`config.mk`:
```
export PLATFORM = sky130hd
export DESIGN_NAME = tx_orderly_abort
export DESIGN_NICKNAME = d
export VERILOG_FILES = /design/src/rtl/txa_pkg.sv /design/src/rtl/txa_crc_reg.sv /design/src/rtl/txa_progress.sv /design/src/rtl/txa_shifter.sv /design/src/rtl/tx_orderly_abort.sv
export SDC_FILE = /design/constraint.sdc
export NUM_CORES = 1
export LEC_CHECK = 0
export BUFFER_PORTS_ARGS = -buffer_cell sky130_fd_sc_hd__buf_2
export CAP_MARGIN = 20
export CORE_MARGIN = 5
export CORE_UTILIZATION = 45
export CTS_BUF_LIST = sky130_fd_sc_hd__clkbuf_4
export DETAILED_ROUTE_END_ITERATION = 7
export PLACE_DENSITY = 0.62
export SLEW_MARGIN = 5
export SYNTH_ARGS = -nofsm -noshare
export SYNTH_HDL_FRONTEND = slang
export SYNTH_SLANG_ARGS = --single-unit
```
`constraint.sdc`:
```
create_clock -name clk -period 6.75 [get_ports clk]
set_clock_uncertainty 0.15 [all_clocks]
set_input_delay 0 -clock clk [delete_from_list [all_inputs] [get_ports clk]]
set_output_delay 0 -clock clk [all_outputs]
set_load 0.1 [all_outputs]
```
`src/rtl/txa_pkg.sv`:
```
package txa_pkg;
  localparam int CRC_W = 32;
  localparam int BYTE_W = 8;
  localparam logic [CRC_W-1:0] CRC_POLY_REFL = 32'hEDB88320;

  typedef enum logic [2:0] {
    ST_IDLE,
    ST_DATA,
    ST_FCS,
    ST_BAD,
    ST_DONE
  } txa_state_e;

  // Reflected CRC-32 step over one byte, data bit 0 first.
  function automatic logic [CRC_W-1:0] crc_step_byte(input logic [CRC_W-1:0] c,
                                                     input logic [BYTE_W-1:0] d);
    logic [CRC_W-1:0] r;
    r = c;
    for (int i = 0; i < BYTE_W; i++) begin
      r = (r >> 1) ^ ((r[0] ^ d[i]) ? CRC_POLY_REFL : '0);
    end
    return r;
  endfunction
endpackage

```
`src/rtl/txa_crc_reg.sv`:
```
module txa_crc_reg
  import txa_pkg::*;
(
  input  logic              clk,
  input  logic              rst_n,
  input  logic              restart,
  input  logic              step,
  input  logic [BYTE_W-1:0] data,
  output logic [CRC_W-1:0]  crc_q
);
  logic [CRC_W-1:0] base;
  assign base = restart ? '1 : crc_q;

  always_ff @(posedge clk or negedge rst_n) begin
    if (!rst_n)    crc_q <= '1;
    else if (step) crc_q <= crc_step_byte(base, data);
  end
endmodule

```
`src/rtl/txa_progress.sv`:
```
module txa_progress #(
  parameter int THRESH = 512
) (
  input  logic clk,
  input  logic rst_n,
  input  logic clr,
  input  logic inc,
  output logic reached
);
  localparam int CW = (THRESH > 1) ? $clog2(THRESH) : 1;
  localparam logic [CW-1:0] LAST = CW'(THRESH - 1);

  logic [CW-1:0] cnt_q;
  // high when the bit driven in this cycle brings the count to THRESH or more
  assign reached = (cnt_q == LAST);

  always_ff @(posedge clk or negedge rst_n) begin
    if (!rst_n)                 cnt_q <= '0;
    else if (clr)               cnt_q <= '0;
    else if (inc && !reached)   cnt_q <= cnt_q + 1'b1;
  end
endmodule

```
`src/rtl/txa_shifter.sv`:
```
module txa_shifter #(
  parameter int W = 32
) (
  input  logic         clk,
  input  logic         rst_n,
  input  logic         load,
  input  logic [W-1:0] load_val,
  input  logic         shift,
  output logic         lsb
);
  logic [W-1:0] sh_q;
  assign lsb = sh_q[0];

  always_ff @(posedge clk or negedge rst_n) begin
    if (!rst_n)     sh_q <= '0;
    else if (load)  sh_q <= load_val;
    else if (shift) sh_q <= {1'b0, sh_q[W-1:1]};
  end
endmodule

```
`src/rtl/tx_orderly_abort.sv`:
```
module tx_orderly_abort
  import txa_pkg::*;
#(
  parameter int THRESH_BITS = 512
) (
  input  logic              clk,
  input  logic              rst_n,
  input  logic [BYTE_W-1:0] in_data,
  input  logic              in_valid,
  output logic              in_ready,
  input  logic              abort_req,
  output logic              abort_done,
  output logic              tx_bit,
  output logic              tx_en
);
  localparam int IDX_W = $clog2(CRC_W);
  localparam logic [IDX_W-1:0] BYTE_LAST = IDX_W'(BYTE_W - 1);
  localparam logic [IDX_W-1:0] FCS_LAST  = IDX_W'(CRC_W - 1);

  txa_state_e       st_q, st_d;
  logic [IDX_W-1:0] idx_q;
  logic             pend_q, pend_d;
  logic [CRC_W-1:0] crc_q;
  logic             reached, sh_lsb, sh_load, accept;
  logic [CRC_W-1:0] sh_val;

  // named internal events
  logic at_bnd, fcs_phase, fcs_end;
  logic ev_start, ev_next, ev_runt, ev_defer, ev_bad_start, ev_good_start, ev_idle_abort;

  assign at_bnd    = (st_q == ST_DATA) && (idx_q == BYTE_LAST);
  assign fcs_phase = (st_q == ST_FCS);
  assign fcs_end   = ((st_q == ST_FCS) || (st_q == ST_BAD)) && (idx_q == FCS_LAST);

  assign in_ready = ((st_q == ST_IDLE) && !abort_req) ||
                    (at_bnd && !pend_q && !abort_req);
  assign accept   = in_valid && in_ready;

  assign ev_idle_abort = (st_q == ST_IDLE) && abort_req;
  assign ev_start      = (st_q == ST_IDLE) && accept;
  assign ev_runt       = (st_q == ST_DATA) && abort_req && !pend_q && !reached;
  assign ev_defer      = (st_q == ST_DATA) && !at_bnd && abort_req && !pend_q && reached;
  assign ev_bad_start  = at_bnd && (pend_q || (abort_req && reached));
  assign ev_good_start = at_bnd && !pend_q && !abort_req && !in_valid;
  assign ev_next       = at_bnd && accept;

  assign tx_en      = (st_q == ST_DATA) || (st_q == ST_FCS) || (st_q == ST_BAD);
  assign tx_bit     = tx_en && sh_lsb;
  assign abort_done = (st_q == ST_DONE);

  assign sh_load = ev_start || ev_next || ev_bad_start || ev_good_start;
  always_comb begin
    if (ev_bad_start)       sh_val = crc_q;     // raw register: corrupted FCS
    else if (ev_good_start) sh_val = ~crc_q;    // normal FCS
    else                    sh_val = {{(CRC_W-BYTE_W){1'b0}}, in_data};
  end

  always_comb begin
    st_d   = st_q;
    pend_d = pend_q;
    unique case (st_q)
      ST_IDLE: begin
        if (ev_idle_abort) st_d = ST_DONE;
        else if (ev_start) st_d = ST_DATA;
      end
      ST_DATA: begin
        if (ev_runt)            st_d = ST_DONE;
        else if (ev_bad_start)  st_d = ST_BAD;
        else if (ev_good_start) st_d = ST_FCS;
        if (ev_defer)           pend_d = 1'b1;
        if (st_d != ST_DATA)    pend_d = 1'b0;
      end
      ST_FCS:  if (fcs_end) st_d = ST_IDLE;
      ST_BAD:  if (fcs_end) st_d = ST_DONE;
      ST_DONE: st_d = ST_IDLE;
      default: st_d = ST_IDLE;
    endcase
  end

  always_ff @(posedge clk or negedge rst_n) begin
    if (!rst_n) begin
      st_q   <= ST_IDLE;
      pend_q <= 1'b0;
      idx_q  <= '0;
    end else begin
      st_q   <= st_d;
      pend_q <= pend_d;
      if (sh_load)    idx_q <= '0;
      else if (tx_en) idx_q <= idx_q + 1'b1;
    end
  end

  txa_crc_reg u_crc (
    .clk     (clk),
    .rst_n   (rst_n),
    .restart (st_q == ST_IDLE),
    .step    (accept),
    .data    (in_data),
    .crc_q   (crc_q)
  );

  txa_progress #(.THRESH(THRESH_BITS)) u_prog (
    .clk     (clk),
    .rst_n   (rst_n),
    .clr     (st_q == ST_IDLE),
    .inc     (st_q == ST_DATA),
    .reached (reached)
  );

  txa_shifter #(.W(CRC_W)) u_sh (
    .clk      (clk),
    .rst_n    (rst_n),
    .load     (sh_load),
    .load_val (sh_val),
    .shift    (tx_en && !sh_load),
    .lsb      (sh_lsb)
  );
endmodule

```
After elaboration in Yosys (flattened, before gate mapping)
Cells that the tools add are included.

$add $sub $neg: 2. Multipliers: 0. Divide/modulo/power cells: 0. Magnitude comparators: 0. Equality and inequality tests: 11. Shift operators: 0. Multiplexer cells: 28. Bitwise gates (word level): 17. Reduce and logical (&&, ||, !) cells: 43.

Operators with widths (count): 2-to-1 mux 32 bit (13); bitwise XOR 31 x 32 -> 32 bit (8); inverter 32 bit (1); 2-to-1 mux 3 bit (8); logical AND 1 bit (22); 2-to-1 mux 9 bit (2); one-hot mux 3 bit (4 select lines) (1); 2-to-1 mux 5 bit (2); adder 9 x 1 -> 9 bit, second input constant (1); == test 9 bit, second input constant (1); logical OR 1 bit (8); nonzero test 2 bit (4); bitwise XOR 1 bit (8); == test 3 x 2 -> 1 bit, second input constant (2); zero test 1 bit (6); adder 5 x 1 -> 5 bit, second input constant (1); == test 5 x 3 -> 1 bit, second input constant (1); == test 5 bit, second input constant (1); == test 3 x 1 -> 1 bit, second input constant (1); == test 3 bit, second input constant (1); zero test 3 bit (1); != test 3 x 1 -> 1 bit, second input constant (1); != test 3 bit, second input constant (1); AND reduction 3 bit (1); other kinds (4) (5).

Register bits: 82. Bits in latches: 0. RAM bits: 0. Bits in read-only memories: 0. Input port bits: 12. Output and inout bits: 4. Word-level logic and storage cells: 107. Memories kept: 0.

Logic depth before layout (Yosys ltp)
Word-level depth: 26. Depth in mapped cells: 10. Depth with buffers taken out: 9.

Cells and area by module
A second synthesis with hierarchy kept.

Cell total of the unflattened synthesis: 586. Area, all modules: 5684.2 µm².

Modules (own cells, without submodules): txa_crc_reg (instances 1, cells an instance 214, area an instance 2296.0 µm², seq. area each 840.8 µm²); txa_shifter (instances 1, cells an instance 139, area an instance 1515.2 µm², seq. area each 800.8 µm²); tx_orderly_abort (instances 1, cells an instance 188, area an instance 1416.4 µm², seq. area each 225.2 µm²); txa_progress (instances 1, cells an instance 45, area an instance 456.7 µm², seq. area each 225.2 µm²).

Least setup slack after synthesis
No wires, ideal clock.

Kind: register -> output. Start point: reg st_q[0]. End point: out tx_bit. Arrival time: 2.883 ns. Required time: 6.600 ns. Slack: 3.717 ns. Cell stages (with the launch flop): 7. Path buffers: 2. Cell sequence: dfrtp_1 buf_6 nor2_2 or2_2 clkbuf_1 clkinv_1 and2_1.

Word-level cells in the longest chain between the ends: 4. Elaborated cells on any way between the ends: 6. Classes of those cells: eq/ne (3); reduce/logical (3).

RTL lines: start, declared (line tx_orderly_abort.sv:20) `txa_state_e st_q, st_d;`; start signal, assigned (line tx_orderly_abort.sv:86) `st_q <= st_d;`; == test 3 x 1 -> 1 bit / == test 3 x 2 -> 1 bit (equally long branches) (line tx_orderly_abort.sv:47) `assign tx_en = (st_q == ST_DATA) || (st_q == ST_FCS) || (st_q == ST_BAD);`; logical OR 1 bit (line tx_orderly_abort.sv:47); logical OR 1 bit * (line tx_orderly_abort.sv:47); via tx_en (line tx_orderly_abort.sv:14) `output logic tx_en`; logical AND 1 bit * (line tx_orderly_abort.sv:48) `assign tx_bit = tx_en && sh_lsb;`; end, declared (line tx_orderly_abort.sv:13) `output logic tx_bit,`.

The timed path passes the listed nets; every way through them passes the cells marked *.

Worst setup path in the final report
Start point: reg idx_q[0]. End point: reg u_sh.sh_q[31].

Word-level cells in the longest chain between the ends: 13. Elaborated cells on any way between the ends: 19. Classes of those cells: eq/ne (1); mux (3); reduce/logical (15).

RTL lines: start, declared (line tx_orderly_abort.sv:21) `logic [IDX_W-1:0] idx_q;`; start signal, assigned (line tx_orderly_abort.sv:89) `else if (tx_en) idx_q <= idx_q + 1'b1;`; == test 5 x 3 -> 1 bit * (line tx_orderly_abort.sv:31) `assign at_bnd = (st_q == ST_DATA) && (idx_q == BYTE_LAST);`; logical AND 1 bit * (line tx_orderly_abort.sv:31); logical AND 1 bit (2 in a row) (line tx_orderly_abort.sv:36, tx_orderly_abort.sv:44); logical OR 1 bit (line tx_orderly_abort.sv:35) `assign in_ready = ((st_q == ST_IDLE) && !abort_req) ||`; logical AND 1 bit (line tx_orderly_abort.sv:37) `assign accept = in_valid && in_ready;`; logical AND 1 bit (on tied branches) (line tx_orderly_abort.sv:40, tx_orderly_abort.sv:45); logical OR 1 bit (3 in a row) (line tx_orderly_abort.sv:51) `assign sh_load = ev_start || ev_next || ev_bad_start || ev_good_start;`; zero test 1 bit (line tx_orderly_abort.sv:115) `.shift (tx_en && !sh_load),`; logical AND 1 bit (line tx_orderly_abort.sv:115); nonzero test 2 bit (no source line); end signal, assigned (line txa_shifter.sv:16) `else if (load) sh_q <= load_val;`; end signal, assigned (line txa_shifter.sv:17) `else if (shift) sh_q <= {1'b0, sh_q[W-1:1]};`; end, declared (line txa_shifter.sv:11) `logic [W-1:0] sh_q;`.

Mark *: on every way between the ends. The rest lies on a longest branch, timed or not. A chain may end at the register's enable or synchronous reset.

==> results.json <==
{
  "worst_pin_slew_ns": 1.07,
  "p_leak_nw": 2.35,
  "end_kind": "flip-flop",
  "cts_setup_buffers": 0,
  "power_density_nw_per_um2": 500,
  "grt_pass1_vias": 3920,
  "hold_violations": 0,
  "fin_crit_ns": 3.80,
  "cp.required_ns": 6.89,
  "drive_gt1_frac": 0.142,
  "min_period_over_period": 0.562,
  "rows": 39,
  "yosys-top-cells-area": "dfrtp_1, dfstp_2, xnor2_1",
  "die-area_um2": 14000,
  "die_x_um": 118,
  "synthDistinctLibCells": 53,
  "grt_pass1_wl_mm": 20.8,
  "finalWirelength_mm": 12.4,
  "dr.pass1.iters": 5,
  "netSwitchingFraction": 0.425,
  "drc": 0,
  "root_buffer": "clkbuf_4",
  "finalNetCount": 608,
  "synth_top_cell_area_share": 0.237,
  "drv_slew": 0,
  "crit_fanout": 45,
  "clk_latency_ns": 0.43,
  "crit_arrival_ns": 3.93,
  "diodes": 0,
  "p_comb_frac": 0.538,
  "finalSetupViolCount": 0,
  "clockBufferDepth": 2,
  "antenna_found_initial": 0,
  "yosysMostFrequentCell": "nor2_1",
  "boundaryPins": 16,
  "cts_sinks": 82,
  "hold_ws_ns": 0.333,
  "pwr-share-clk": 0.116,
  "drtAntennaViolNets": 0,
  "start_util": 0.460,
  "seq_power_share": 0.347,
  "wire_per_inst_um": 16.8,
  "max_cap_violations": 0,
  "p_int_mw": 1.63,
  "first_iter_violations": 393,
  "tns_ns": 0,
  "yosys_warnings": 0,
  "fillers": 1073,
  "grtUsageTotal": 0.182,
  "rsz0062_at_grt": "no",
  "syn_avg_cell_area_um2": 8.90,
  "synthCells": 593,
  "cts_tree": "done",
  "hp-class": "input pin to flip-flop",
  "dpl.hpwl_mm": 8.26,
  "synth_top_cells_by_count": "nor2_1, xnor2_1, nand2_1",
  "crit_type": "flip-flop to flip-flop",
  "grt-ovfl-total": 0,
  "cts.clk_slew.worst_paths_ns": 0.13,
  "synthArstFlopShare": 1.00,
  "syn_nets": 609,
  "irDropWorstVdd_mv": 0.390,
  "holdBufCountCts": 11,
  "critPathLaunchType": "flip-flop",
  "clock.fmax_mhz": 263,
  "htreeDepth": 3,
  "vias": 4049,
  "switchingPower_mw": 1.20,
  "viasPerCell": 5.47,
  "synth-seq-cells": 82,
  "io_buffers": 15,
  "grt_max_degree": 83,
  "relSlewSlack": 0.288,
  "ys.flop_type": "dfrtp_1",
  "routabilityCongestion": 0.815,
  "synth.yosys.seq_area_share": 0.396,
  "post_cts_resized": 0,
  "synth_edf_count": 0,
  "cts_made_buffers": 9,
  "core-area_um2": 11500,
  "outcome": "completed",
  "synth_top_cell_by_area": "dfrtp_1",
  "syn2layout_area_growth_pct": 7.23,
  "syn_area_um2": 5280,
  "fp.dieH_um": 118,
  "worst-r2r-setup-slack_ns": 2.95
}
-- sequential cells by signal, indices dropped and copies added, names as in the netlist --
name and count:
idx_q 5, u_crc.crc_q 32, st_q 3, u_sh.sh_q 32, pend_q 1, u_prog.cnt_q 9
-- worst paths after layout --
check,start,to,depth (start not counted)
max,idx_q[0],u_sh.sh_q[31],7
min,in_data[3],u_sh.sh_q[3],4
max reg2reg,idx_q[0],u_sh.sh_q[31],7
min reg2reg,u_crc.crc_q[23],u_crc.crc_q[23],2
max in group asynchronous,rst_n,u_crc.crc_q[12],4
min in group asynchronous,rst_n,st_q[0],3
-- area by class of cell --
cell class | count | area [um2] | share of cell area
Clock buffer | 12 | 90.1 | 0.0159
Clock inverter | 4 | 67.6 | 0.0119
Inverter | 3 | 11.3 | 0.00199
Multi-Input combinational cell | 464 | 2970 | 0.524
Sequential cell | 82 | 2090 | 0.370
Tap cell | 143 | 179 | 0.0316
Timing Repair Buffer | 32 | 253 | 0.0447
-- power by group through the flow --
stage | sequential, mW | combinational (mW) | clock (mW)
finish | 0.982 | 1.52 | 0.327
global route | 1.02 | 1.67 | 0.357
CTS | 0.980 | 1.53 | 0.337
detailed placement | 0.990 | 1.52 | 0
global placement | 0.978 | 1.49 | 0
floorplan | 0.881 | 1.34 | 0
-- metal layers --
metal	up-vias	wire, um	global-route usage	share of wire
met5	-	0	0	0
met4	0	170	0.0495	0.014
met3	14	414	0.0349	0.033
met2	71	5920	0.282	0.48
met1	1964	5940	0.262	0.48
li1	2000	-	-	-
-- cell usage in the layout (no fill, tap or decap), types with 12 or more instances in the layout --
cell           Yosys  final
nor2_1           110    110
nand2_1           51     50
xnor2_1           58     58
dlygate4sd3_1      0     12
o21a_1            23     23
xor2_1            33     33
buf_2              0     15
a21oi_1           31     31
dfrtp_1           50     50
clkbuf_4           1     12
o21ai_0           42     42
o22ai_1           24     24
dfstp_2           32     32
-- metrics by stage --
stage	std cells	power [mW]	worst slack, ns	area, um2	utilization
final	740	2.83	2.95	5660	0.494
after global routing	740	3.05	2.62	5660	0.494
after CTS	737	2.85	2.96	5620	0.490
after detailed placement	710	2.51	2.97	5350	0.466
after global placement	710	2.47	3.10	5350	0.466
after floorplan	593	2.22	3.72	5280	-
-- cells by family (layout without fill, tap and decap cells) --
| logic type | count (synthesis) | count (layout) | share of synthesized area |
|---|---|---|---|
| muxes | 10 | 10 | 0.0192 |
| adders and majority gates | 4 | 4 | 0.00948 |
| and+or+nand+nor | 196 | 196 | 0.158 |
| buffers and inverters | 47 | 51 | 0.0436 |
| DFF | 82 | 82 | 0.396 |
| AOI/OAI and AO/OA | 156 | 156 | 0.194 |
| xor gates and xnor gates | 98 | 98 | 0.179 |
-- worst max-delay path, cell delays in order (launching register included) --
cell and delay (ns):
dfrtp_1 0.42, ha_1 0.19, nor4bb_1 0.46, nand2_1 0.69, o21ai_2 0.32, buf_4 0.44, nand2b_1 0.81, o22ai_1 0.15
(Power assumes the default switching activity.)
